==> config.mk <==
export PLATFORM = sky130hd
export DESIGN_NAME = mcam_top
export DESIGN_NICKNAME = d
export VERILOG_FILES = /design/src/rtl/mcam_pkg.sv /design/src/rtl/mcam_store.sv /design/src/rtl/mcam_pick.sv /design/src/rtl/mcam_readout.sv /design/src/rtl/mcam_top.sv
export SDC_FILE = /design/constraint.sdc
export NUM_CORES = 1
export LEC_CHECK = 0
export ABC_AREA = 1
export ABC_CLOCK_PERIOD_IN_PS = 8200
export BUFFER_PORTS_ARGS = -buffer_cell sky130_fd_sc_hd__clkbuf_2
export CELL_PAD_IN_SITES_DETAIL_PLACEMENT = 0
export CELL_PAD_IN_SITES_GLOBAL_PLACEMENT = 2
export CORE_UTILIZATION = 36
export DETAILED_ROUTE_END_ITERATION = 16
export GPL_TIMING_DRIVEN = 0
export PLACE_DENSITY_LB_ADDON = 0.1
export SETUP_SLACK_MARGIN = 0.5
export SLEW_MARGIN = 20
export SYNTH_ARGS = -nofsm -noshare
export SYNTH_HDL_FRONTEND = slang
export SYNTH_SLANG_ARGS = --single-unit
==> constraint.sdc <==
create_clock -name clk -period 8.2 [get_ports clk]
set_input_delay 2.05 -clock clk [delete_from_list [all_inputs] [get_ports clk]]
set_output_delay 2.05 -clock clk [all_outputs]
set_load 0.005 [all_outputs]
==> src/rtl/mcam_pkg.sv <==
package mcam_pkg;
    // operation chosen for the match register in a given cycle
    typedef enum logic [1:0] {
        OP_IDLE   = 2'd0,
        OP_SEARCH = 2'd1,
        OP_READ   = 2'd2
    } mcam_op_e;
endpackage

==> src/rtl/mcam_store.sv <==
module mcam_store #(
    parameter int WORDS = 8,
    parameter int WIDTH = 16,
    localparam int IW = $clog2(WORDS)
) (
    input  logic             clk,
    input  logic             rst_n,
    input  logic             wr_en,
    input  logic [IW-1:0]    wr_addr,
    input  logic [WIDTH-1:0] wr_data,
    input  logic             arg_we,
    input  logic             key_we,
    input  logic [WIDTH-1:0] cfg_data,
    input  logic [IW-1:0]    sel_idx,
    output logic [WORDS-1:0] match_vec,
    output logic [WIDTH-1:0] sel_word
);
    typedef struct packed {
        logic [WORDS-1:0][WIDTH-1:0] data;
        logic [WORDS-1:0]            valid;
        logic [WIDTH-1:0]            arg;
        logic [WIDTH-1:0]            key;
    } store_t;

    store_t st_d, st_q;

    always_comb begin
        st_d = st_q;
        if (wr_en) begin
            st_d.data[wr_addr]  = wr_data;
            st_d.valid[wr_addr] = 1'b1;
        end
        if (arg_we) st_d.arg = cfg_data;
        if (key_we) st_d.key = cfg_data;
    end

    always_ff @(posedge clk) begin
        if (!rst_n) begin
            st_q.data  <= '0;
            st_q.valid <= '0;
            st_q.arg   <= '0;
            st_q.key   <= '1;
        end else begin
            st_q <= st_d;
        end
    end

    // parallel masked compare, one comparator per entry
    for (genvar w = 0; w < WORDS; w++) begin : g_cmp
        logic [WIDTH-1:0] bit_ok;
        assign bit_ok       = ~(st_q.arg ^ st_q.data[w]) | ~st_q.key;
        assign match_vec[w] = st_q.valid[w] & (&bit_ok);
    end

    assign sel_word = st_q.data[sel_idx];

    assert_write_valid_R2: assert property (@(posedge clk) disable iff (!rst_n)
        wr_en |=> st_q.valid[$past(wr_addr)]);

    assert_invalid_nomatch_R4: assert property (@(posedge clk) disable iff (!rst_n)
        (match_vec & ~st_q.valid) == '0);
endmodule

==> src/rtl/mcam_pick.sv <==
module mcam_pick #(
    parameter int WORDS = 8,
    localparam int IW = $clog2(WORDS)
) (
    input  logic [WORDS-1:0] bits,
    output logic             any,
    output logic [IW-1:0]    idx,
    output logic [WORDS-1:0] onehot
);
    logic [WORDS:0] seen;
    assign seen[0] = 1'b0;

    for (genvar i = 0; i < WORDS; i++) begin : g_chain
        assign onehot[i]  = bits[i] & ~seen[i];
        assign seen[i+1]  = seen[i] | bits[i];
    end

    assign any = seen[WORDS];

    always_comb begin
        idx = '0;
        for (int i = 0; i < WORDS; i++) begin
            if (onehot[i]) idx = idx | IW'(i);
        end
    end
endmodule

==> src/rtl/mcam_readout.sv <==
module mcam_readout
    import mcam_pkg::*;
#(
    parameter int WORDS = 8,
    parameter int WIDTH = 16,
    localparam int IW = $clog2(WORDS),
    localparam int CW = $clog2(WORDS + 1)
) (
    input  logic             clk,
    input  logic             rst_n,
    input  logic             search,
    input  logic             rd_strobe,
    input  logic             wr_en,
    input  logic [IW-1:0]    wr_addr,
    input  logic [WORDS-1:0] match_vec,
    input  logic [WIDTH-1:0] sel_word,
    output logic [IW-1:0]    sel_idx,
    output logic             rd_valid,
    output logic [IW-1:0]    rd_index,
    output logic [WIDTH-1:0] rd_data,
    output logic [WORDS-1:0] hit_map,
    output logic [CW-1:0]    hit_count,
    output logic             none_left
);
    typedef struct packed {
        logic [WORDS-1:0] match;
        logic [CW-1:0]    hits;
        logic             rvalid;
        logic [IW-1:0]    ridx;
        logic [WIDTH-1:0] rdata;
    } rdo_t;

    rdo_t             st_d, st_q;
    mcam_op_e         op;
    logic [WORDS-1:0] wr_mask;
    logic [WORDS-1:0] live;
    logic [WORDS-1:0] pick_oh;
    logic             pick_any;

    assign wr_mask = wr_en ? (WORDS'(1) << wr_addr) : '0;
    assign live    = st_q.match & ~wr_mask;

    mcam_pick #(.WORDS(WORDS)) u_pick (
        .bits   (live),
        .any    (pick_any),
        .idx    (sel_idx),
        .onehot (pick_oh)
    );

    always_comb begin
        if (search)         op = OP_SEARCH;
        else if (rd_strobe) op = OP_READ;
        else                op = OP_IDLE;
    end

    always_comb begin
        st_d        = st_q;
        st_d.rvalid = 1'b0;
        st_d.match  = live;
        case (op)
            OP_SEARCH: begin
                st_d.match = match_vec & ~wr_mask;
                st_d.hits  = CW'($countones(match_vec & ~wr_mask));
            end
            OP_READ: begin
                if (pick_any) begin
                    st_d.rvalid = 1'b1;
                    st_d.ridx   = sel_idx;
                    st_d.rdata  = sel_word;
                    st_d.match  = live & ~pick_oh;
                end
            end
            default: ;
        endcase
    end

    always_ff @(posedge clk) begin
        if (!rst_n) st_q <= '0;
        else        st_q <= st_d;
    end

    assign rd_valid  = st_q.rvalid;
    assign rd_index  = st_q.ridx;
    assign rd_data   = st_q.rdata;
    assign hit_map   = st_q.match;
    assign hit_count = st_q.hits;
    assign none_left = ~|st_q.match;

    assert_count_bound_R5: assert property (@(posedge clk) disable iff (!rst_n)
        $countones(st_q.match) <= int'(st_q.hits));

    assert_empty_on_zero_R7: assert property (@(posedge clk) disable iff (!rst_n)
        (st_q.hits == '0) |-> none_left);

    assert_read_fires_R6: assert property (@(posedge clk) disable iff (!rst_n)
        (rd_strobe && !search && (live != '0)) |=> rd_valid);

    assert_read_clears_R6: assert property (@(posedge clk) disable iff (!rst_n)
        rd_valid |-> !hit_map[rd_index]);

    assert_pick_onehot_R6: assert property (@(posedge clk) disable iff (!rst_n)
        $onehot0(pick_oh));

    assert_write_clears_R8: assert property (@(posedge clk) disable iff (!rst_n)
        wr_en |=> !hit_map[$past(wr_addr)]);

    assert_search_wins_R9: assert property (@(posedge clk) disable iff (!rst_n)
        search |=> !rd_valid);
endmodule

==> src/rtl/mcam_top.sv <==
module mcam_top #(
    parameter int WORDS = 8,
    parameter int WIDTH = 16,
    localparam int IW = $clog2(WORDS),
    localparam int CW = $clog2(WORDS + 1)
) (
    input  logic             clk,
    input  logic             rst_n,
    input  logic             arg_we,
    input  logic             key_we,
    input  logic [WIDTH-1:0] cfg_data,
    input  logic             wr_en,
    input  logic [IW-1:0]    wr_addr,
    input  logic [WIDTH-1:0] wr_data,
    input  logic             search,
    input  logic             rd_strobe,
    output logic             rd_valid,
    output logic [IW-1:0]    rd_index,
    output logic [WIDTH-1:0] rd_data,
    output logic [WORDS-1:0] hit_map,
    output logic [CW-1:0]    hit_count,
    output logic             none_left
);
    logic [WORDS-1:0] match_vec;
    logic [WIDTH-1:0] sel_word;
    logic [IW-1:0]    sel_idx;

    mcam_store #(.WORDS(WORDS), .WIDTH(WIDTH)) u_store (
        .clk       (clk),
        .rst_n     (rst_n),
        .wr_en     (wr_en),
        .wr_addr   (wr_addr),
        .wr_data   (wr_data),
        .arg_we    (arg_we),
        .key_we    (key_we),
        .cfg_data  (cfg_data),
        .sel_idx   (sel_idx),
        .match_vec (match_vec),
        .sel_word  (sel_word)
    );

    mcam_readout #(.WORDS(WORDS), .WIDTH(WIDTH)) u_readout (
        .clk       (clk),
        .rst_n     (rst_n),
        .search    (search),
        .rd_strobe (rd_strobe),
        .wr_en     (wr_en),
        .wr_addr   (wr_addr),
        .match_vec (match_vec),
        .sel_word  (sel_word),
        .sel_idx   (sel_idx),
        .rd_valid  (rd_valid),
        .rd_index  (rd_index),
        .rd_data   (rd_data),
        .hit_map   (hit_map),
        .hit_count (hit_count),
        .none_left (none_left)
    );
endmodule

# Word level (Yosys, flattened, before mapping)
# Index checks and enable logic that the tools add are counted.
# totals
regBits,200
inputBits,42
output_inout_bits,33
wordCells,122
# op_classes
add_sub_neg,7
order_cmp,3
n_eq_ne,2
shifts,1
n_mux,20
bitwise_logic,60
reduce_logical,13
# op_table
op,n
16-bit inverter,9
128-bit bitwise mux,1
16-bit OR,8
16-bit AND reduction,8
16-bit bitwise XOR,8
16-bit binary-select mux with 3-bit select,1
16-bit demux with 3-bit select,1
16-bit 2-to-1 mux,2
8-bit AND,3
20-bit 2-to-1 mux,1
8-bit 2-to-1 mux,2
8-bit inverter,2
8-bit one-hot mux with 2 select lines,1
1-bit AND,15
4-bit adder,3
3-bit 2-to-1 mux,4
1-bit by 1-bit adder with 2-bit output,4
"3-bit by 4-bit < comparator with 1-bit output, second input constant",2
2-bit 2-to-1 mux,4
8-bit OR,1
8-bit OR reduction,1
"1-bit by 3-bit left shift with 8-bit output, first input constant",1
1-bit inverter,7
1-bit OR,7
8 further kinds,10

# Logic depth before layout (Yosys ltp)
# logic_depth
depth_word,16
ltp_mapped,18
ltp_nobuf,17

# By module
# Synthesis repeated with hierarchy kept, for this count alone.
# hier_totals
hier_cells,1764
hier_area_um2,11106.9
# modules_own_cells
mod,n_inst,cells_each,area_per_inst_um2,seq_area_each_um2
mcam_store,1,1493,9232.6,3363.2
mcam_readout,1,243,1712.9,640.6
mcam_pick,1,28,161.4,0.0

# Worst setup path before layout
# OpenSTA, ideal clock, no wires.
# synth_timing
path_kind,input -> register
from,in wr_en
to,"reg u_readout.st_q, in the netlist u_readout.hit_count[2]"
setup_time_ns,0.116
arrival_ns,4.924
required_time_ns,8.084
slack_ns,3.161
stages,17
path_buffers,1
path_cell_list,inv_2 -> nor2_4 -> nand3_1 -> clkbuf_1 -> inv_1 -> nor3_1 -> nand4_1 -> nor2_1 -> ha_1 -> inv_1 -> fa_1 -> inv_1 -> fa_1 -> ha_1 -> fa_1 -> nor2_1 -> nor2_1
# synth_between
elab_chain_len,6
word_cells_on_any_way,10
cone_classes,add/sub: 7; mux: 1; bitwise: 2
# synth_lines
item,line_no,text
from (decl),mcam_top.sv:12,"input logic wr_en,"
8-bit 2-to-1 mux *,mcam_readout.sv:40,assign wr_mask = wr_en ? (WORDS'(1) << wr_addr) : '0;
8-bit inverter *,mcam_readout.sv:63,st_d.hits = CW'($countones(match_vec & ~wr_mask));
8-bit AND *,mcam_readout.sv:63,
1-bit by 1-bit adder with 2-bit output (not written as such),mcam_readout.sv:63,
4-bit adder (not written as such),mcam_readout.sv:63,
4-bit adder (not written as such) *,mcam_readout.sv:63,
to (signal assigned),mcam_readout.sv:79,else st_q <= st_d;
to (decl),mcam_readout.sv:33,"rdo_t st_d, st_q;"
# Mark *: on every way between the ends. The rest lies on a longest branch, timed or not.
# A chain may end at the register's enable or synchronous reset.

# Worst setup path after layout
# Ends and elaborated chain as after synthesis.

==> out/summary.txt <==
n_diodes: 0
RSZ-0062 raised after global routing: no
first-pass detailed-route iteration total: 6
CP max-delay cell: clkbuf_1
postcts setup bufs: 0
slowest cell delay on critical path: 0.62 ns
largest cells by area after synthesis: dfxtp_1, o21ai_0, nand2_1
total power: 2.41 mW
via count: 11900
Syn Nets: 1684
Worst-Skew Late Latency: 0.46 ns
Synth area leader: dfxtp_1
synth warn: 0
Tightest Pin Transition: 1.13 ns
ys async rst share: 0
final net count: 1775
critical path capture point type: flop
Slew Limit Fails: 0
PortBufs: 72
CTS Sinks: 200
Lkg Pwr: 5.30 nW
Max-cap violations: 0
Final Wtd Congestion: 0.950
critical path type: in -> reg
CTS tree: yes
num rows: 62
Rel. slew slack: 0.244
gr ovfl total: 0
Via density: 5.63
synthesized cell area: 10800 um^2
Synth top area share: 0.372
f_max: 0.167 GHz
status: completed
Post-Route WL: 50600 um
first-pass GRT wire length: 72500 um
PwrDens: 198 nW/um^2
#FFs+latches synth: 200
Clock Root Buffer: clkbuf_16
overall routing resource usage: 0.333
H-tree levels: 4
drt drc: 0
Worst VDD drop: 0.148 mV
total die area: 30600 um^2
Worst EP arrival: 6.34 ns
Max Root-Sink Buffers: 2
critical-path cell list: clkbuf_2 > inv_2 > nor2_4 > nand3_1 > clkbuf_1 > inv_1 > nor3_1 > nand4_1 > nor2_1 > ha_1 > inv_1 > fa_1 > inv_1 > fa_1 > ha_1 > fa_1 > nor2_1 > nor2_1
proportion of layout cells with a drive suffix above 1: 0.101
critical path startpoint category: input port
count leader, synth: nand2_1
I/O pin total: 75
ys flop type: dfxtp_1
synth-to-layout area growth: 13.4%
Mapped Avg Cell Area: 6.59 um^2
vias in the first global route: 10700
Starting Density: 0.370
initial antenna violation count: 0
fin crit share: 0.730
Synth cell types: 38
cts-stage hold buffer count: 0
CP top delay family: adder cells
Clock Skews: 0.0126 ns
WP buf/inv: 6
synth cell count leaders: nand2_1, o21ai_0, dfxtp_1, nor2_1, nand3_1
die height: 175 um
Synth Instances: 1632
DRT iter0 DRCs: 1530
clock-pin slew on the worst setup and hold paths: 0.08 ns
final antenna-violating net count: 0
setup_tns: 0 ns
final instance area: 12200 um^2
placed cell areas: 11600 um^2
crit path time final: 5.98 ns
Post-CTS Resized: 0
Inserted Clock Buffers: 17
largest net degree at the start of global routing: 17
Final setup viols: 0
Seq/Total Area, Yosys: 0.372
HP Class: reg -> reg
Hold Vio Cnt, Final: 0
die width: 175 um
number of synthesized flops with an enable pin: 0
Core Box Area: 29100 um^2
Req. time, crit path: 8.55 ns
crit-path max FO: 10
DP HPWL: 38100 um
Wirelength per Cell: 23.9 um
[layer usage]
| metal | vias to the layer above | GRT usage | wire length (um) |
|---|---|---|---|
| met1 | 5663 | 0.459 | 22200 |
| met3 | 92 | 0.0394 | 3940 |
| met5 | - | 0 | 0 |
| met2 | 553 | 0.526 | 22400 |
| li1 | 5628 | - | - |
| met4 | 0 | 0.135 | 1970 |
[cells in the final DEF (no fill, tap or decap), types with 26 or more instances in the layout]
cell type,instances
clkbuf_2,72
nand2_1,279
inv_1,144
dfxtp_1,200
buf_2,26
nor2_1,170
nand4_1,76
clkbuf_1,69
a21oi_1,150
o21ai_0,223
nand3_1,158
[state kept, by name, summed over array words and instances (netlist names)]
signal	flops
u_readout.rd_data	16
u_readout.rd_index	3
u_readout.hit_count	4
u_readout.hit_map	8
u_store.st_q	168
u_readout.rd_valid	1
[kinds of logic after synthesis]
| family | share of synthesized area |
|---|---|
| XOR/XNOR | 0.0195 |
| adder cells (fa/ha/maj) | 0.0144 |
| AO/OA/AOI/OAI | 0.187 |
| flip-flops | 0.372 |
| buffers and inverters | 0.0979 |
| AND/OR/NAND/NOR | 0.309 |
[stage by stage]
stage,util,instances,hold slack [ns],worst slack (ns)
floorplan,-,1632,0.437,3.16
detailed placement,0.399,2088,0.455,1.81
global route,0.420,2119,0.488,2.11
global placement,0.399,2088,0.446,1.84
finish,0.420,2119,0.465,2.22
CTS,0.420,2119,0.467,2.29
[area by class of cell]
cell class	instances	area, um^2
buffer	109	468
clock buffer	21	460
clock inverter	10	145
fill	3253	16900
inverter	156	586
multi-input combinational	1167	5700
sequential	200	4000
tap	384	480
timing repair buffer	72	360
[worst reg2reg max path, cell delays in order (launching register included)]
cell and delay, ns:
dfxtp_1 0.31, clkbuf_1 0.41, inv_1 0.27, o21ai_0 0.20, o21ai_0 0.10, nor3_1 0.26, o2111ai_1 0.26, nor2_1 0.32
and2_1 0.21, ha_1 0.15, inv_1 0.06, fa_1 0.54, inv_1 0.06, fa_1 0.48, ha_1 0.22, fa_1 0.43
nor2_1 0.11, nor2_1 0.06
[worst paths after layout]
kind | from | endpoint | slack [ns] | depth (start not counted)
hold / removal | u_store.st_q[37] | u_store.st_q[37] | 0.47 | 2
setup / recovery | wr_en | u_readout.hit_count[2] | 2.22 | 18
setup reg to reg | u_store.st_q[28] | u_readout.hit_count[2] | 3.66 | 17
hold reg to reg | u_store.st_q[37] | u_store.st_q[37] | 0.47 | 2
[where the power goes]
group / switching (mW) / total [mW] / internal [mW]
registers: 0.0339 / 1.05 / 1.01
logic: 0.325 / 0.457 / 0.132
clock network: 0.413 / 0.911 / 0.498
total: 0.772 / 2.41 / 1.64
No activity file was read; power rests on OpenSTA's default activity.
